==> src/rtl/rxtrl_pkg.sv <==
package rxtrl_pkg;
    localparam int BYTE_W     = 8;
    localparam int CNT_W      = 12;
    localparam int STORE_W    = 16;
    localparam int RUNT_LIMIT = 64;

    typedef enum logic [2:0] {
        ST_BODY,
        ST_TRL0,
        ST_TRL1,
        ST_TRL2,
        ST_TRL3
    } egr_state_t;

    typedef struct packed {
        logic [STORE_W-1:0] stored;
        logic [BYTE_W-1:0]  b3;
        logic [BYTE_W-1:0]  b2;
        logic [BYTE_W-1:0]  b1;
        logic [BYTE_W-1:0]  b0;
    } stat_t;
endpackage

==> src/rtl/rxtrl_fifo.sv <==
module rxtrl_fifo #(
    parameter int WIDTH = 8,
    parameter int DEPTH = 16
) (
    input  logic             clk,
    input  logic             rst,
    input  logic             push,
    input  logic [WIDTH-1:0] wdata,
    input  logic             pop,
    output logic [WIDTH-1:0] rdata,
    output logic             empty,
    output logic             full
);
    localparam int PW = (DEPTH > 1) ? $clog2(DEPTH) : 1;
    localparam int CW = $clog2(DEPTH + 1);

    logic [WIDTH-1:0] mem [DEPTH];
    logic [PW-1:0]    wr_ptr, rd_ptr;
    logic [CW-1:0]    fill;
    logic             do_push, do_pop;

    assign empty   = (fill == '0);
    assign full    = (fill == CW'(DEPTH));
    assign do_push = push && !full;
    assign do_pop  = pop && !empty;
    assign rdata   = mem[rd_ptr];

    always_ff @(posedge clk) begin
        if (do_push) mem[wr_ptr] <= wdata;
    end

    always_ff @(posedge clk) begin
        if (rst) begin
            wr_ptr <= '0;
            rd_ptr <= '0;
            fill   <= '0;
        end else begin
            if (do_push) wr_ptr <= (wr_ptr == PW'(DEPTH - 1)) ? '0 : wr_ptr + 1'b1;
            if (do_pop)  rd_ptr <= (rd_ptr == PW'(DEPTH - 1)) ? '0 : rd_ptr + 1'b1;
            fill <= fill + CW'(do_push) - CW'(do_pop);
        end
    end
endmodule

==> src/rtl/rxtrl_ingest.sv <==
module rxtrl_ingest
    import rxtrl_pkg::*;
(
    input  logic              clk,
    input  logic              rst,
    input  logic              in_valid,
    input  logic [BYTE_W-1:0] in_data,
    input  logic              in_sof,
    input  logic              in_eof,
    input  logic              in_coll,
    input  logic              in_frame_err,
    input  logic              in_fcs_err,
    input  logic              data_full,
    input  logic              stat_full,
    output logic              data_push,
    output logic [BYTE_W-1:0] data_wdata,
    output logic              stat_push,
    output stat_t             stat_wdata,
    output logic              runt_wrap,
    output logic              coll_wrap
);
    localparam logic [CNT_W-1:0]  CNT_MAX = {CNT_W{1'b1}};
    localparam logic [BYTE_W-1:0] CTR_MAX = {BYTE_W{1'b1}};

    logic               in_frame, drop_frame, ovf;
    logic [CNT_W-1:0]   rx_cnt, cnt_now;
    logic [STORE_W-1:0] st_cnt, st_now;
    logic [BYTE_W-1:0]  runt_cnt, coll_cnt, runt_nx, coll_nx;
    logic               dropping, keep, ovf_now, runt_inc, commit;

    always_comb begin
        dropping   = in_sof ? stat_full : drop_frame;
        keep       = in_valid && !dropping && (in_sof || in_frame);
        data_push  = keep && !data_full;
        data_wdata = in_data;
        cnt_now    = in_sof ? CNT_W'(1) : ((rx_cnt == CNT_MAX) ? CNT_MAX : rx_cnt + 1'b1);
        st_now     = (in_sof ? '0 : st_cnt) + STORE_W'(data_push);
        ovf_now    = (in_sof ? 1'b0 : ovf) | (keep && data_full);
        runt_inc   = (cnt_now < CNT_W'(RUNT_LIMIT));
        runt_nx    = runt_cnt + BYTE_W'(runt_inc);
        coll_nx    = coll_cnt + BYTE_W'(in_coll);
        commit     = keep && in_eof;
        stat_push  = commit;
        stat_wdata.stored = st_now;
        stat_wdata.b0     = cnt_now[7:0];
        stat_wdata.b1     = {ovf_now, in_coll, in_frame_err, in_fcs_err, cnt_now[11:8]};
        stat_wdata.b2     = runt_nx;
        stat_wdata.b3     = coll_nx;
    end

    always_ff @(posedge clk) begin
        if (rst) begin
            in_frame   <= 1'b0;
            drop_frame <= 1'b0;
            rx_cnt     <= '0;
            st_cnt     <= '0;
            ovf        <= 1'b0;
            runt_cnt   <= '0;
            coll_cnt   <= '0;
            runt_wrap  <= 1'b0;
            coll_wrap  <= 1'b0;
        end else begin
            runt_wrap <= 1'b0;
            coll_wrap <= 1'b0;
            if (in_valid) begin
                if (in_sof) begin
                    in_frame   <= !in_eof;
                    drop_frame <= stat_full;
                end else if (in_eof) begin
                    in_frame <= 1'b0;
                end
            end
            if (keep) begin
                rx_cnt <= cnt_now;
                st_cnt <= st_now;
                ovf    <= ovf_now;
            end
            if (commit) begin
                runt_cnt  <= runt_nx;
                coll_cnt  <= coll_nx;
                runt_wrap <= runt_inc && (runt_cnt == CTR_MAX);
                coll_wrap <= in_coll && (coll_cnt == CTR_MAX);
            end
        end
    end
endmodule

==> src/rtl/rxtrl_egress.sv <==
module rxtrl_egress
    import rxtrl_pkg::*;
(
    input  logic              clk,
    input  logic              rst,
    input  logic              data_empty,
    input  logic [BYTE_W-1:0] data_q,
    input  logic              stat_empty,
    input  stat_t             stat_q,
    output logic              data_pop,
    output logic              stat_pop,
    output logic              out_valid,
    output logic [BYTE_W-1:0] out_data,
    output logic              out_last,
    input  logic              out_ready
);
    egr_state_t         state, state_nx;
    logic [STORE_W-1:0] sent;
    logic               frame_done;

    assign frame_done = !stat_empty && (sent == stat_q.stored);

    always_ff @(posedge clk) begin
        if (rst) begin
            state <= ST_BODY;
            sent  <= '0;
        end else begin
            state <= state_nx;
            if (stat_pop)      sent <= '0;
            else if (data_pop) sent <= sent + 1'b1;
        end
    end

    always_comb begin
        state_nx  = state;
        out_valid = 1'b0;
        out_data  = '0;
        out_last  = 1'b0;
        data_pop  = 1'b0;
        stat_pop  = 1'b0;
        unique case (state)
            ST_BODY: begin
                if (frame_done) begin
                    state_nx = ST_TRL0;
                end else begin
                    out_valid = !data_empty;
                    out_data  = data_q;
                    data_pop  = !data_empty && out_ready;
                end
            end
            ST_TRL0: begin
                out_valid = 1'b1;
                out_data  = stat_q.b0;
                if (out_ready) state_nx = ST_TRL1;
            end
            ST_TRL1: begin
                out_valid = 1'b1;
                out_data  = stat_q.b1;
                if (out_ready) state_nx = ST_TRL2;
            end
            ST_TRL2: begin
                out_valid = 1'b1;
                out_data  = stat_q.b2;
                if (out_ready) state_nx = ST_TRL3;
            end
            ST_TRL3: begin
                out_valid = 1'b1;
                out_data  = stat_q.b3;
                out_last  = 1'b1;
                if (out_ready) begin
                    state_nx = ST_BODY;
                    stat_pop = 1'b1;
                end
            end
            default: state_nx = ST_BODY;
        endcase
    end
endmodule

==> src/rtl/rx_status_trailer.sv <==
module rx_status_trailer
    import rxtrl_pkg::*;
#(
    parameter int DATA_DEPTH = 16,
    parameter int STAT_DEPTH = 4
) (
    input  logic              clk,
    input  logic              rst,
    input  logic              in_valid,
    input  logic [BYTE_W-1:0] in_data,
    input  logic              in_sof,
    input  logic              in_eof,
    input  logic              in_coll,
    input  logic              in_frame_err,
    input  logic              in_fcs_err,
    output logic              out_valid,
    output logic [BYTE_W-1:0] out_data,
    output logic              out_last,
    input  logic              out_ready,
    output logic              runt_wrap,
    output logic              coll_wrap
);
    localparam int STAT_W = $bits(stat_t);

    logic              data_push, data_pop, data_empty, data_full;
    logic [BYTE_W-1:0] data_wdata, data_q;
    logic              stat_push, stat_pop, stat_empty, stat_full;
    stat_t             stat_wdata, stat_q;
    logic [STAT_W-1:0] stat_q_raw;

    assign stat_q = stat_t'(stat_q_raw);

    rxtrl_ingest u_ingest (
        .clk, .rst, .in_valid, .in_data, .in_sof, .in_eof,
        .in_coll, .in_frame_err, .in_fcs_err,
        .data_full, .stat_full, .data_push, .data_wdata,
        .stat_push, .stat_wdata, .runt_wrap, .coll_wrap
    );

    rxtrl_fifo #(.WIDTH(BYTE_W), .DEPTH(DATA_DEPTH)) u_data_fifo (
        .clk, .rst, .push(data_push), .wdata(data_wdata), .pop(data_pop),
        .rdata(data_q), .empty(data_empty), .full(data_full)
    );

    rxtrl_fifo #(.WIDTH(STAT_W), .DEPTH(STAT_DEPTH)) u_stat_fifo (
        .clk, .rst, .push(stat_push), .wdata(STAT_W'(stat_wdata)), .pop(stat_pop),
        .rdata(stat_q_raw), .empty(stat_empty), .full(stat_full)
    );

    rxtrl_egress u_egress (
        .clk, .rst, .data_empty, .data_q, .stat_empty, .stat_q,
        .data_pop, .stat_pop, .out_valid, .out_data, .out_last, .out_ready
    );
endmodule

==> config.mk <==
export PLATFORM = sky130hd
export DESIGN_NAME = rx_status_trailer
export DESIGN_NICKNAME = d
export VERILOG_FILES = /design/src/rtl/rxtrl_pkg.sv /design/src/rtl/rxtrl_fifo.sv /design/src/rtl/rxtrl_ingest.sv /design/src/rtl/rxtrl_egress.sv /design/src/rtl/rx_status_trailer.sv
export SDC_FILE = /design/constraint.sdc
export NUM_CORES = 1
export LEC_CHECK = 0
export ABC_CLOCK_PERIOD_IN_PS = 10100
export BUFFER_PORTS_ARGS = -buffer_cell sky130_fd_sc_hd__buf_2
export CELL_PAD_IN_SITES_DETAIL_PLACEMENT = 0
export CELL_PAD_IN_SITES_GLOBAL_PLACEMENT = 1
export CORE_ASPECT_RATIO = 1.1
export CORE_MARGIN = 2
export CORE_UTILIZATION = 25
export DETAILED_ROUTE_END_ITERATION = 7
export PLACE_DENSITY = 0.49
export SYNTH_ARGS = -nofsm -noshare
export SYNTH_HDL_FRONTEND = slang
export SYNTH_SLANG_ARGS = --single-unit
==> constraint.sdc <==
create_clock -name clk -period 10.1 [get_ports clk]
set_input_delay 0.505 -clock clk [delete_from_list [all_inputs] [get_ports clk]]
set_output_delay 0.505 -clock clk [all_outputs]
set_load 0.01 [all_outputs]
## After elaboration in Yosys (flattened, before gate mapping)

Memory sizes are Yosys's and may differ from the RTL's. A register that Yosys moved wholly into a read port is not among the register bits.
Index checks and enable logic that the tools add are counted.

- Flip-flop bits (word level): 88
- Bits in writable memories: 320
- Output and inout port bits: 12
- Logic and storage cells: 117
- Memories: 2

- $add $sub $neg: 13
- Magnitude comparators: 1
- Eq/ne operators: 19
- Mux-type cells: 34
- Bitwise gates (word level): 2
- Reductions and logical operators: 29

Memories:

| memory | depth | width | read ports | clocked after Yosys merged registers in | write ports | RTL line | text |
|---|---|---|---|---|---|---|---|
| u_stat_fifo.mem | 4 | 48 | 1 | 1 | 1 | rxtrl_fifo.sv:17 | `logic [WIDTH-1:0] mem [DEPTH];` |
| u_data_fifo.mem | 16 | 8 | 1 | 1 | 1 | rxtrl_fifo.sv:17 |  |

Operators with widths:

| cell | number |
|---|---|
| $pmux W8 S5 | 1 |
| $mux W12 | 2 |
| $add A16 B1 Y16 | 1 |
| $add A16 B1 Y16 const B | 1 |
| $add A8 B1 Y8 | 2 |
| $eq A16 B16 Y1 | 1 |
| $eq A8 B8 Y1 const B | 2 |
| $mux W16 | 1 |
| $mux W4 | 4 |
| $mux W3 | 5 |
| $pmux W3 S5 | 1 |
| $mux W1 | 14 |
| $logic_and A1 B1 Y1 | 13 |
| $add A12 B1 Y12 const B | 1 |
| $eq A12 B12 Y1 const B | 1 |
| $lt A12 B7 Y1 const B | 1 |
| $add A4 B1 Y4 const B | 2 |
| $eq A4 B4 Y1 const B | 2 |
| $mux W2 | 4 |
| $mux W8 | 1 |
| $ne A2 B2 Y1 const B | 4 |
| $eq A3 B2 Y1 const B | 2 |
| $eq A3 B3 Y1 const B | 2 |
| $logic_not A1 Y1 | 6 |
| 20 further kinds | 24 |

## Longest topological paths before layout

Gate-level depths: netlist of run 1.

- Depth in word-level cells: 9
- Mapped depth: 18
- Mapped depth without buffers: 16

## By module

A second synthesis of run 1 with hierarchy kept.

- Cell total of the unflattened synthesis: 1182
- Area, all modules: 17685.7 µm²

By module, submodules not included:

| module | times used | cells each | area an instance (µm²) |
|---|---|---|---|
| rxtrl_fifo at u_stat_fifo | 1 | 300 | 7400.8 |
| rxtrl_fifo at u_data_fifo | 1 | 303 | 5820.6 |
| rxtrl_ingest | 1 | 395 | 2991.6 |
| rxtrl_egress | 1 | 184 | 1472.7 |

## Worst setup path before layout of run 1

OpenSTA, ideal clock, no wires.

- Kind: register to register
- Start: register with a tool-made name
- End: register u_data_fifo.fill[4]
- Arrival: 3.592 ns
- Path slack: 6.438 ns
- Cell stages (with the launch flop): 19
- Path buffers: 2
- Path through: dfxtp_1 -> buf_6 -> buf_6 -> mux4_2 -> xnor2_1 -> nand2_1 -> or4_4 -> o21ai_4 -> nor2_2 -> ha_1 -> inv_1 -> ha_1 -> inv_1 -> fa_1 -> inv_1 -> a21oi_1 -> nor2_1 -> or3_1 -> a21oi_1

RTL lines:

| what | RTL line | text |
|---|---|---|
| end signal, assigned | rxtrl_fifo.sv:40 | `fill <= fill + CW'(do_push) - CW'(do_pop);` |
| end, declared | rxtrl_fifo.sv:19 | `logic [CW-1:0] fill;` |

==> results of run 1 <==
-- kinds of logic (layout without fill, tap and decap cells) --
kind of cell | after synthesis | after routing | synth area share
adder cells (fa/ha/maj) | 28 | 28 | 0.02106
XOR/XNOR | 64 | 64 | 0.03232
flip-flops | 414 | 414 | 0.6625
AO/OA/AOI/OAI | 138 | 138 | 0.04970
buffers and inverters | 85 | 159 | 0.01998
AND/OR/NAND/NOR | 328 | 328 | 0.09104
multiplexers | 103 | 103 | 0.1234
-- power groups by stage --
stage	Combinational [W]	Sequential, W	Clock, W
2_1_floorplan	0.000272	0.00192	0
3_3_place_gp	0.000408	0.00192	0
3_5_place_dp	0.000408	0.00192	0
4_1_cts	0.000411	0.00189	0.00170
5_1_grt	0.000443	0.00189	0.00176
6_report	0.000396	0.00189	0.00164
-- placed cells by master (no fill, tap or decap), types with 6 or more instances in the layout --
master     synthesis  final
nand2_1           98     98
mux2i_1            9      9
buf_2              7     28
dfxtp_1           94     91
a22oi_1            8      8
nor2_1            85     85
a21oi_1           61     60
edfxtp_1         320    320
inv_1             25     25
nor3_1            22     22
mux2_2             6      6
clkbuf_1          39     17
nand2b_1          11     11
o21ai_0           16     15
or3_1              9      9
nor2b_1           10     10
clkbuf_16          0     46
nand4_1           15     15
buf_4              1     22
clkinv_2           0      9
mux4_2            88     88
a31o_1             6      6
xor2_1            28     28
a31oi_1           12     12
ha_1              26     26
and3_1            15     15
xnor2_1           36     36
nand3_1           27     27
-- final cells by class --
| cell class | instances | share of cell area |
|---|---|---|
| inverter | 25 | 0.004681 |
| sequential | 414 | 0.5735 |
| timing repair buffer | 50 | 0.01523 |
| multi-input combinational | 661 | 0.2756 |
| clock inverter | 19 | 0.01117 |
| clock buffer | 65 | 0.06198 |
| tap | 927 | 0.05786 |
-- final timing paths --
| kind | endpoint | depth (start not counted) |
|---|---|---|
| worst max register to register | u_data_fifo.fill[4]$_SDFF_PP0_ | 17 |
| worst min-delay path | u_ingest.in_frame$_SDFFE_PP0P_ | 2 |
| worst max-delay path | u_data_fifo.fill[4]$_SDFF_PP0_ | 17 |
| worst min register to register | u_ingest.st_cnt[0]$_SDFFE_PP0P_ | 2 |
-- flip-flops by register name, summed over array words and instances, names as in the netlist, 5 cells and up, named ones only --
name / flops
u_stat_fifo.mem: 192
u_data_fifo.mem: 128
u_egress.sent: 16
u_ingest.st_cnt: 16
u_ingest.rx_cnt: 12
u_ingest.coll_cnt: 8
u_ingest.runt_cnt: 8
u_data_fifo.fill: 5
-- worst register-to-register path, delay by kind of cell, from the launching register on --
family                   cells  cell delay [ns]
AND/OR/NAND/NOR              5             1.24
AO/OA/AOI/OAI                3             0.59
adder cells (fa/ha/maj)      3             0.69
buffers and inverters        4             0.82
XOR/XNOR                     1             0.14
flip-flops                   1             0.65
multiplexers                 1             0.63
-- layer usage --
layer / vias up / track usage
met1: 4859 / 0.1603
li1: 4507 / -
met4: 0 / 0.03494
met2: 140 / 0.1947
met3: 58 / 0.01781
met5: - / 0
-- per-stage QoR --
step	instance area (um^2)	power (W)
finish	20050	0.003927
global placement	18580	0.002332
detailed placement	18580	0.002332
global route	20050	0.004100
floorplan	17340	0.002190
CTS	20050	0.004002
==> metrics, run 1 <==
M1 wire length=19000 um; number of I/O port buffers=28; number of library cell types mapped by synthesis=59; uppermost layer routed=met4; RSZ-0062 raised after global routing=false; final setup fails=0; ANT nets after route=0; Top FF cell, synth=edfxtp_1; Buf/Inv on CP=4; Post-Place Cells=2077; final non-filler cell total=2161; die width=255.1 um; CP delay by family, top=simple AND/OR/NAND/NOR gates; Area growth syn-to-layout=15.58%; critical path endpoint category=flip-flop; htree depth=2; maxcap violations=0; WS Path Type=flip-flop to flip-flop; # IOs=29; hold_ws=0.1571 ns; GRT Resource Usage Total=0.1181; clk buf depth=3; Worst Path Required=approximately 11 ns; Post-synth EDFFs=320; most frequent cell after synthesis=edfxtp_1; startpoint class of the critical path=flip-flop; CP max stage delay=0.65 ns; Net Count, Synth=about 1200; total wire length=41280 um; setup ws final=~5.3 ns; Clock Latency Late Sink=0.58 ns; area of the multi-input gates=5524 um^2; Vias=9564; share of cells above drive strength 1=0.1807; Critical Path Fanout Max=28; Final Max Slew Viols=0; Vert. Die Dim=280.3 um; Async SR Flop Fraction=0; Yosys reg bits=just over 400; clock-pin slew on the worst setup and hold paths=0.06 ns; top cells by instance count after synthesis=edfxtp_1, nand2_1, dfxtp_1, mux4_2, nor2_1; Vias/cell=around 4.4; Remaining Overflow, GRT=0; crit path DAT=5.30 ns; largest net degree at the start of global routing=53; Worst Skew=0.02954 ns; diodes inserted=0; sequential share of the synthesized area=0.6625; Period Utilization, post-route=0.4771; cell row count=between 100 and 150; Remaining DRCs=0; final core utilization=0.2911; top-area cell type share of the netlist area=0.5540; Final GP Congestion=0.7287; Mapped Cells=1160; Clock power frac=0.418; switching share of power=0.2366; first-pass iteration count of the detailed router=5; FILL cells=6932; routed len/inst=19.10 um; CTS Hold Bufs=0; final hold viol count=0; number of global-route vias before repair=9950; sequential standard cell area=roughly 11000 um^2; postcts setup bufs=0; first-pass GRT wire length=~64000 um; status=finished clean; initial antenna violation count=1; Peak Freq=just over 0.2 GHz; leading post-synthesis cells by cell area=edfxtp_1, mux4_2, dfxtp_1, nand2_1, ha_1; PD cells=195.9 nW/um^2; syn avg cell area=14.95 um^2; CTS tree=done; Core Region=a little under 70000 um^2; P_sw=0.0009290 W; hold_sp=in_eof; Mapped Area=~17000 um^2; Seq pwr share=0.481; Internal Power=approximately 0.0030 W; met3 WL=1479 um; worst-margin pin slew=roughly 1.2 ns; YS warnings=0; logic gate share of total power=0.101; worst relative slew slack=0.1836; Worst path slowest cell=dfxtp_4; Synth area leader=edfxtp_1; Leak=6.219 nW; root buf cell=clkbuf_16; dpl ws=between 5 and 6 ns; CTS sink count=414; DR iter-0 viols=677; cell repeated most along the worst path=inv_1; worst vdd ir=0.1371 mV; total die area=71500 um^2; worst reg-to-reg setup slack=5.28 ns; post-CTS sizing=0; Cell Chain, Critical Path=buf_4 -> mux4_2 -> xnor2_1 -> nand2_1 -> or4_4 -> o21ai_4 -> nor2_2 -> ha_1 -> inv_1 -> ha_1 -> inv_1 -> fa_1 -> inv_1 -> a21oi_1 -> nor2_1 -> or3_1 -> a21oi_1; met2 WL=19890 um; nets@finish=1242; DP Wirelength=25800 um; HP Class=input pin to flip-flop; Starting Density=0.2518; CTS buffer count=45; sum of negative setup slack=0 ns; post-layout min period=4.818 ns
Note: power is estimated with default switching activity, not from simulation.
==> run 2: changes to the inputs <==
- ABC_CLOCK_PERIOD_IN_PS: 10100 -> 4900
- clock period: 10.1 -> 4.9 ns (I/O delays scaled with it)
==> run 2 against run 1 <==
Global-route usage rose by 0.23 points. Via count up 1.7%. Critical path depth is 1 lower. Utilization rose by 0.41 points. Wire length grew 1.9%.
==> metrics, run 2 (synthesized netlist as in run 1, its figures left out) <==
status=finished clean; die width=255.1 um (unchanged); RSZ-0062 raised after global routing=false; clk buf depth=3 (unchanged); Leak=6.349 nW (+2.1%); GRT Resource Usage Total=0.1204 (+0.002335); final setup fails=0 (unchanged); Critical Path Fanout Max=19 (-32%); PD cells=412.3 nW/um^2 (+110%); total die area=71500 um^2 (unchanged); Clock Latency Late Sink=0.58 ns (about the same); DR iter-0 viols=635 (-6.2%); Remaining DRCs=0 (unchanged); postcts setup bufs=0 (unchanged); Final Max Slew Viols=0 (unchanged); critical path endpoint category=flip-flop; Final GP Congestion=0.7220 (-0.92%); worst relative slew slack=0.3104 (+0.1268); maxcap violations=0 (unchanged); sum of negative setup slack=0 ns (unchanged); ANT nets after route=0 (unchanged); Peak Freq=0.2482 GHz (+20%); diodes inserted=0 (unchanged); Vert. Die Dim=280.3 um (unchanged); Period Utilization, post-route=0.8223 (+0.3453); htree depth=2 (unchanged); Core Region=68870 um^2 (unchanged); Largest Register=u_stat_fifo.mem; # IOs=29 (unchanged); max reg flops=192 (unchanged); largest net degree at the start of global routing=49 (-7.5%); CTS sink count=414 (unchanged); commonest non-fill, non-tap cell in the layout=edfxtp_1; HP Class=input pin to flip-flop; post-layout min period=4.029 ns (-0.7889 ns); total wire length=42050 um (+1.9%); first-pass iteration count of the detailed router=6 (+1); CTS tree=done; clock-pin slew on the worst setup and hold paths=0.06 ns (about the same); Worst Skew=0.01707 ns (-0.01247 ns); Remaining Overflow, GRT=0 (unchanged); WS Path Type=flip-flop to flip-flop; worst vdd ir=0.3629 mV (+160%); Starting Density=0.2518 (unchanged); nets@finish=1255 (+1.0%); most frequent cells in the layout=edfxtp_1, nand2_1, dfxtp_1, mux4_2, nor2_1; crit path DAT=4.52 ns (-0.78 ns); worst-margin pin slew=1.031 ns (-0.1940 ns); startpoint class of the critical path=flip-flop; number of I/O port buffers=28 (unchanged); hold_ws=0.05739 ns (-0.09973 ns); CTS buffer count=46 (+2.2%); cell row count=101 (unchanged); Vias/cell=4.472 (+1.0%); number of global-route vias before repair=10220 (+2.7%); share of cells above drive strength 1=0.1893 (+0.008541); final hold viol count=0 (unchanged); first-pass GRT wire length=64780 um (+1.9%); Area growth syn-to-layout=17.19%; Vias=9722 (+1.7%); FILL cells=6873 (-0.85%); Worst Path Required=5.39 ns (-5.19 ns); root buf cell=clkbuf_16; initial antenna violation count=0 (-1); largest registers=u_stat_fifo.mem (192), u_data_fifo.mem (128); DP Wirelength=26880 um (+4.2%); routed len/inst=19.34 um (+1.3%)
run 2: cell types whose count changed in the layout (fill, tap and decap cells not counted), sizes merged:
cell,previous run,this run
clkbuf,65,59
dlygate4sd3,0,6
bufinv,4,8
inv,26,28
clkinvlp,0,2
buf,50,56
clkinv,14,13
run 2: worst paths after layout:
kind	start	slack, ns	cells past startpoint	to
min	in_data[3]	0.06	1	u_data_fifo.mem[6][3]$_DFFE_PP_
max	flip-flop	0.87	16	u_data_fifo.fill[4]$_SDFF_PP0_
min reg2reg	u_ingest.st_cnt[0]$_SDFFE_PP0P_	0.45	2	u_ingest.st_cnt[0]$_SDFFE_PP0P_
max reg2reg	flip-flop	0.87	16	u_data_fifo.fill[4]$_SDFF_PP0_
run 2: critical path, cell delays in order (launching register included):
cell and delay (ns):
dfxtp_4 0.57, mux4_2 0.56, xnor2_1 0.24, o211ai_1 0.13, or4_4 0.59, o21ai_4 0.19, nor2_2 0.12, ha_1 0.30
inv_1 0.04, ha_1 0.18, inv_1 0.07, fa_1 0.20, inv_1 0.05, a21oi_1 0.15, nor2_1 0.06, or3_1 0.34
a21oi_1 0.14
run 2: repair_timing:
action                    in CTS  in global routing
hold endpoints to repair      14                  0
hold buffers                   6                  0
gates resized for setup        0                  0
run 2: metrics by stage:
stage | instance area, um^2 | utilization | instances | total power, W | setup slack [ns]
final | 20330 | 0.2951 | 2174 | 0.008380 | 0.8706
after global routing | 20330 | 0.2951 | 2174 | 0.008722 | 0.6398
after CTS | 20330 | 0.2951 | 2174 | 0.008521 | 0.7970
after detailed placement | 18660 | 0.2710 | 2083 | 0.004816 | 0.8397
after global placement | 18660 | 0.2710 | 2083 | 0.004813 | 0.9047
after floorplan | 17340 | - | 1160 | 0.004514 | 1.238
run 2: layout make-up:
class | instances | area [um^2] | share of cell area
Sequential cell | 414 | 11500 | 0.5657
Multi-Input combinational cell | 661 | 5524 | 0.2718
Timing Repair Buffer | 62 | 447.9 | 0.02204
Clock inverter | 26 | 350.3 | 0.01724
Inverter | 25 | 93.84 | 0.004617
Tap cell | 927 | 1160 | 0.05706
Clock buffer | 59 | 1251 | 0.06156
run 2: report_power, final:
part,total [W],internal (W),switching (W),leakage [nW]
clock,0.00365,0.00223,0.00142,0.780
combinational,0.000795,0.000362,0.000433,1.99
sequential,0.00393,0.00384,0.0000880,3.58
run 2: metal layers:
metal	vias up	wire, um	GRT usage
met5	-	0	0
met4	0	1106	0.03869
met3	59	1364	0.01865
met2	172	20390	0.2003
met1	4966	19190	0.1604
li1	4525	-	-
